--- src/rtl/shrot_pkg.sv ---
`timescale 1ns/1ps
package shrot_pkg;

    // Operation codes decoded by the shift/rotate unit
    typedef enum logic [2:0] {
        OP_LSL = 3'd0,  // zero-fill left
        OP_LSR = 3'd1,  // zero-fill right
        OP_ASR = 3'd2,  // sign-fill right
        OP_ROL = 3'd3,  // rotate left, word only
        OP_ROR = 3'd4,  // rotate right, word only
        OP_RCL = 3'd5,  // rotate left through carry
        OP_RCR = 3'd6,  // rotate right through carry
        OP_NOP = 3'd7   // pass word and carry through
    } shop_e;

endpackage

--- src/rtl/shrot_shifter.sv ---
`timescale 1ns/1ps
// Zero-fill and sign-fill shifts with the last-out bit captured as carry.
// The word is widened by one guard bit on the side the bits leave from, so
// the guard bit ends up holding the last bit shifted out.
module shrot_shifter #(
    parameter int WIDTH = 16,
    parameter int CNT_W = 5
) (
    input  logic [WIDTH-1:0] din,
    input  logic [CNT_W-1:0] amt,
    output logic [WIDTH-1:0] lsl_word,
    output logic             lsl_carry,
    output logic [WIDTH-1:0] lsr_word,
    output logic             lsr_carry,
    output logic [WIDTH-1:0] asr_word,
    output logic             asr_carry
);
    localparam int EXT_W = WIDTH + 1;

    logic        [EXT_W-1:0] lsl_ext;
    logic        [EXT_W-1:0] lsr_ext;
    logic signed [EXT_W-1:0] asr_src;
    logic signed [EXT_W-1:0] asr_ext;

    // guard bit above the word catches what leaves the top
    assign lsl_ext   = {1'b0, din} << amt;
    assign lsl_word  = lsl_ext[WIDTH-1:0];
    assign lsl_carry = lsl_ext[WIDTH];

    // guard bit below the word catches what leaves the bottom
    assign lsr_ext   = {din, 1'b0} >> amt;
    assign lsr_word  = lsr_ext[EXT_W-1:1];
    assign lsr_carry = lsr_ext[0];

    // sign-extending variant; large counts saturate to copies of the sign
    assign asr_src   = {din, 1'b0};
    assign asr_ext   = asr_src >>> amt;
    assign asr_word  = asr_ext[EXT_W-1:1];
    assign asr_carry = asr_ext[0];

endmodule

--- src/rtl/shrot_rotator.sv ---
`timescale 1ns/1ps
// Rotates a ring of RING_W bits both ways by a count reduced modulo RING_W.
// The modulo reduction uses masking when RING_W is a power of two and a
// divider otherwise.
module shrot_rotator #(
    parameter int RING_W = 16,
    parameter int CNT_W  = 5
) (
    input  logic [RING_W-1:0] ring,
    input  logic [CNT_W-1:0]  amt,
    output logic [RING_W-1:0] left_ring,
    output logic [RING_W-1:0] right_ring
);
    localparam bit IS_POW2 = ((RING_W & (RING_W - 1)) == 0);

    int unsigned steps;

    generate
        if (IS_POW2) begin : g_mask
            assign steps = 32'(amt) & 32'(RING_W - 1);
        end else begin : g_mod
            assign steps = 32'(amt) % 32'(RING_W);
        end
    endgenerate

    // a shift by RING_W or more yields zero, so steps == 0 needs no special case
    assign left_ring  = (ring << steps) | (ring >> (32'(RING_W) - steps));
    assign right_ring = (ring >> steps) | (ring << (32'(RING_W) - steps));

endmodule

--- src/rtl/shrot_unit.sv ---
`timescale 1ns/1ps
module shrot_unit #(
    parameter int WIDTH = 16,
    parameter int CNT_W = 5
) (
    input  logic             clk,
    input  logic             rst_n,
    input  logic             start,
    input  logic [2:0]       op,
    input  logic [CNT_W-1:0] cnt,
    input  logic [WIDTH-1:0] din,
    input  logic             cin,
    output logic [WIDTH-1:0] dout,
    output logic             cout,
    output logic             done
);
    import shrot_pkg::*;

    localparam int RING_W = WIDTH + 1;

    typedef struct packed {
        logic [WIDTH-1:0] word;
        logic             carry;
        logic             done;
    } state_t;

    state_t state_d, state_q;
    shop_e  op_sel;

    logic [WIDTH-1:0]  lsl_w, lsr_w, asr_w;
    logic              lsl_c, lsr_c, asr_c;
    logic [WIDTH-1:0]  rol_w, ror_w;
    logic [RING_W-1:0] rcl_r, rcr_r;

    assign op_sel = shop_e'(op);

    shrot_shifter #(.WIDTH(WIDTH), .CNT_W(CNT_W)) u_shift (
        .din       (din),
        .amt       (cnt),
        .lsl_word  (lsl_w),
        .lsl_carry (lsl_c),
        .lsr_word  (lsr_w),
        .lsr_carry (lsr_c),
        .asr_word  (asr_w),
        .asr_carry (asr_c)
    );

    // word-only ring
    shrot_rotator #(.RING_W(WIDTH), .CNT_W(CNT_W)) u_rot_word (
        .ring       (din),
        .amt        (cnt),
        .left_ring  (rol_w),
        .right_ring (ror_w)
    );

    // carry-plus-word ring, carry in the top position
    shrot_rotator #(.RING_W(RING_W), .CNT_W(CNT_W)) u_rot_ring (
        .ring       ({cin, din}),
        .amt        (cnt),
        .left_ring  (rcl_r),
        .right_ring (rcr_r)
    );

    always_comb begin
        state_d      = state_q;
        state_d.done = 1'b0;
        if (start) begin
            state_d.done = 1'b1;
            if (cnt == '0) begin
                state_d.word  = din;
                state_d.carry = cin;
            end else begin
                unique case (op_sel)
                    OP_LSL: begin
                        state_d.word  = lsl_w;
                        state_d.carry = lsl_c;
                    end
                    OP_LSR: begin
                        state_d.word  = lsr_w;
                        state_d.carry = lsr_c;
                    end
                    OP_ASR: begin
                        state_d.word  = asr_w;
                        state_d.carry = asr_c;
                    end
                    OP_ROL: begin
                        // last bit out of the top re-entered at bit 0
                        state_d.word  = rol_w;
                        state_d.carry = rol_w[0];
                    end
                    OP_ROR: begin
                        state_d.word  = ror_w;
                        state_d.carry = ror_w[WIDTH-1];
                    end
                    OP_RCL: begin
                        {state_d.carry, state_d.word} = rcl_r;
                    end
                    OP_RCR: begin
                        {state_d.carry, state_d.word} = rcr_r;
                    end
                    default: begin
                        state_d.word  = din;
                        state_d.carry = cin;
                    end
                endcase
            end
        end
    end

    always_ff @(posedge clk or negedge rst_n) begin
        if (!rst_n) begin
            state_q <= '0;
        end else begin
            state_q <= state_d;
        end
    end

    assign dout = state_q.word;
    assign cout = state_q.carry;
    assign done = state_q.done;

endmodule

--- config.mk ---
export PLATFORM = sky130hd
export DESIGN_NAME = shrot_unit
export DESIGN_NICKNAME = d
export VERILOG_FILES = /design/src/rtl/shrot_pkg.sv /design/src/rtl/shrot_shifter.sv /design/src/rtl/shrot_rotator.sv /design/src/rtl/shrot_unit.sv
export SDC_FILE = /design/constraint.sdc
export NUM_CORES = 1
export LEC_CHECK = 0
export CORE_MARGIN = 10
export CORE_UTILIZATION = 35
export CTS_BUF_LIST = sky130_fd_sc_hd__clkbuf_8
export DETAILED_ROUTE_END_ITERATION = 10
export PLACE_DENSITY_LB_ADDON = 0.3
export SYNTH_ARGS = -nofsm -noshare
export SYNTH_HDL_FRONTEND = slang
export SYNTH_SLANG_ARGS = --single-unit
export TNS_END_PERCENT = 1
--- constraint.sdc ---
create_clock -name clk -period 1.08 [get_ports clk]
set_input_delay 0.27 -clock clk [delete_from_list [all_inputs] [get_ports clk]]
set_output_delay 0.27 -clock clk [all_outputs]
set_load 0.02 [all_outputs]
==> out/results.txt <==
DRC viols: 0
Chip width: 170.5 um
CTS root buf: clkbuf_8
Top Ports: 46
RePlAce Congestion: 1.105
First-pass GRT wire length: 83,240 um
Hold Crit Class: primary input to asynchronous set/reset pin
Most common cell in the netlist: nand2_1
Post-route setup slack: -2.115 ns
Final hold vios: 0
Clock power share: 6.1%
DR iter-0 viols: 2,136
Critical Path AT: 3.41 ns
Avg Synthesized Cell Area: 6.919 um2
Routed WL: 58,090 um
FILL cells: 2,149
Failing checks: negative setup slack
Longest Clk Path Bufs: 2
Sequential area share after synthesis: 5.681%
Rows: 55
Layout area overhead: 64.49%
Worst setup path class: primary input to register
Initial core utilization: 35.34%
Die height: 170.5 um
DP HPWL: 45,910 um
RSZ-0062 raised after global routing: true
Synth unique cells: 90
Vias in the first global route: 12,150
Main synth FF type: dfrtp_1
Leading area contributor after synthesis: mux4_2
Final setup viols: 35
Yosys warning total: 0
P_leak: 5.430 nW
Slew @ Worst Pin: 0.6861 ns
Vias: 12,850
Htree depth: 1
P_sw: 5.444 mW
Comb power frac: 85.8%
Total Die Area: 0.02907 mm2
Post-route clock period utilization: 295.9%
Final min period: 3.195 ns
Fmax achieved: 0.3129 GHz
CTS Buf Count: 3
Crit start category: primary input
CTS Sinks: 18
Area contributors post-synth: mux4_2, mux2i_1, dfrtp_1
Layout cells sized above 1: 45.35%
Grt ovf: 0
Crit. End Element: register
Slew headroom: 53.78%
Mapped Cells: 1,146
Cells along the critical path: buf_8 -> clkinv_8 -> ha_4 -> or3b_4 -> ha_4 -> buf_6 -> clkbuf_16 -> o21ai_0 -> buf_4 -> o22ai_1 -> buf_4 -> nor3_1 -> a211oi_1 -> a2111oi_0 -> buf_4 -> nor4_1 -> buf_4 -> a21oi_1
Flops & latches, synth: 18
Worst path bufs/invs: 8
Max-cap violations: 0
Post-Layout Cell Count: 1,878
Slowest cell on the critical path: or3b_4
# port buffers: 45
Status: finished, violations left
Number of synthesized flops with an enable pin: 0
Core area: 0.02243 mm2
CTS tree: yes
Largest net degree at the start of global routing: 38
Vias per cell: 6.843
DR pass1 iterations: 6
Initial antenna violation count: 0
PD cells: 807.7 mW/mm2
Critical-path maximum fanout: 9
Worst skew pair latency: 0.28 ns
Final core occ: 58.14%
Top-area cell type share of the netlist area: 8.521%
Crit path max-delay family: buffers and inverters
WL per Instance: 30.93 um
Critical Path Most Common Cell: buf_4
Synth async-reset ratio: 100.0%
Commonest cells in the netlist: nand2_1, nor2_1, clkbuf_1
Required time worst endpoint: 1.29 ns
Placed insts: 1,854
Setup Skew: 0 ns
Sequential share of power: 8.1%
Switching part of the total: 51.68%
CP max stage delay: 0.40 ns
Nets: 1,626
Global Route Usage Sum: 38.48%
Post-Syn Area: 0.007929 mm2
Clock Pin Slew Worst Setup and Hold Paths: 0.08 ns
Post-route ant nets: 0
Syn Nets: 1,179
Max IR drop VDD: 0.0004451 V
Max-slew violations: 0
Internal Pwr Total: 5.091 mW
-- worst register-to-register path, stage by stage (launching register included) --
cell and delay, ns:
dfrtp_1 0.41, buf_4 0.14, o22ai_1 0.16, nand2b_1 0.13, o22ai_1 0.07
-- layer usage --
metal	global-route usage, %	vias to the layer above	wire length (um)	share of wire (%)
met5	0	-	0	0
met4	17.70	0	3213	5.5
met3	14.49	210	9030	16
met2	53.07	1086	22850	39
met1	51.50	6111	23000	40
li1	-	5445	-	-
-- power groups by stage --
stage	clock, mW	combinational [mW]	sequential (mW)
finish	0.637	9.04	0.855
global route	0.657	9.29	0.870
CTS	0.651	8.36	0.846
detailed placement	0	8.10	0.858
global placement	0	8.15	0.855
floorplan	0	3.56	0.978
-- logic make-up after synthesis --
group	after synthesis	synth area share, %
adder cells (fa/ha/maj)	5	0.7890
buffers and inverters	149	8.127
flip-flops	18	5.681
AND/OR/NAND/NOR	427	27.17
XOR/XNOR	7	0.8680
multiplexers	122	20.61
AO/OA/AOI/OAI	418	36.75
-- flip-flops by register name, summed over array words and instances, names as in the netlist --
register  count
dout         16
done          1
cout          1
-- cell type report --
class	instances	area [um2]	area share (%)
repair buffers	575	4708	36.10
clock buffers	4	55.05	0.4221
inverters	16	88.84	0.6811
well taps	285	356.6	2.734
multi-input cells	979	7381	56.59
diodes	1	2.502	0.01919
flip-flops and latches	18	450.4	3.454
-- metrics by stage --
stage	hold WS (ns)	power [mW]	setup TNS, ns	setup WS (ns)	cell area [um2]
after floorplan	-0.02559	4.535	-49.05	-2.972	8160
after global placement	0.5467	9.005	-43.28	-2.554	12270
after detailed placement	0.5538	8.960	-44.51	-2.563	12270
after CTS	0.3285	9.853	-33.41	-2.010	12690
after global routing	0.3499	10.82	-36.73	-2.146	13040
final	0.3246	10.53	-35.03	-2.115	13040
-- worst paths after layout --
check	slack, ns	start	cells past startpoint	endpoint
max in group asynchronous	0.61	rst_n	2	dout[10]
worst max register to register	0.06	dout[1]	4	dout[1]
min in group clk	0.56	dout[15]	2	dout[15]
worst min register to register	0.56	dout[15]	2	dout[15]
worst max-delay path	-2.12	cnt[0]	18	dout[15]
worst min-delay path	0.32	rst_n	2	cout
-- cell usage in the layout, fill, tap and decap left out, drive strengths merged, types with 30 or more instances in the layout --
cell    netlist  routed
o21ai        64      64
nor3         56      56
nand2        99      99
nand3        44      44
a31oi        32      32
o22ai        45      45
mux2i        62      62
mux2         30      30
buf          49     549
a211oi       38      38
nor2         89      89
mux4         30      30
a21oi        66      66
-- timing repair --
action / 4_1_cts / 5_1_grt
pin swaps: 26 / 13
hold buffers: 0 / 0
setup endpoints to repair: 36 / 36
gates resized for setup: 141 / 63
cloned: 1 / 2
buffers inserted: 14 / 2
Note: power is estimated with default switching activity, not from simulation.
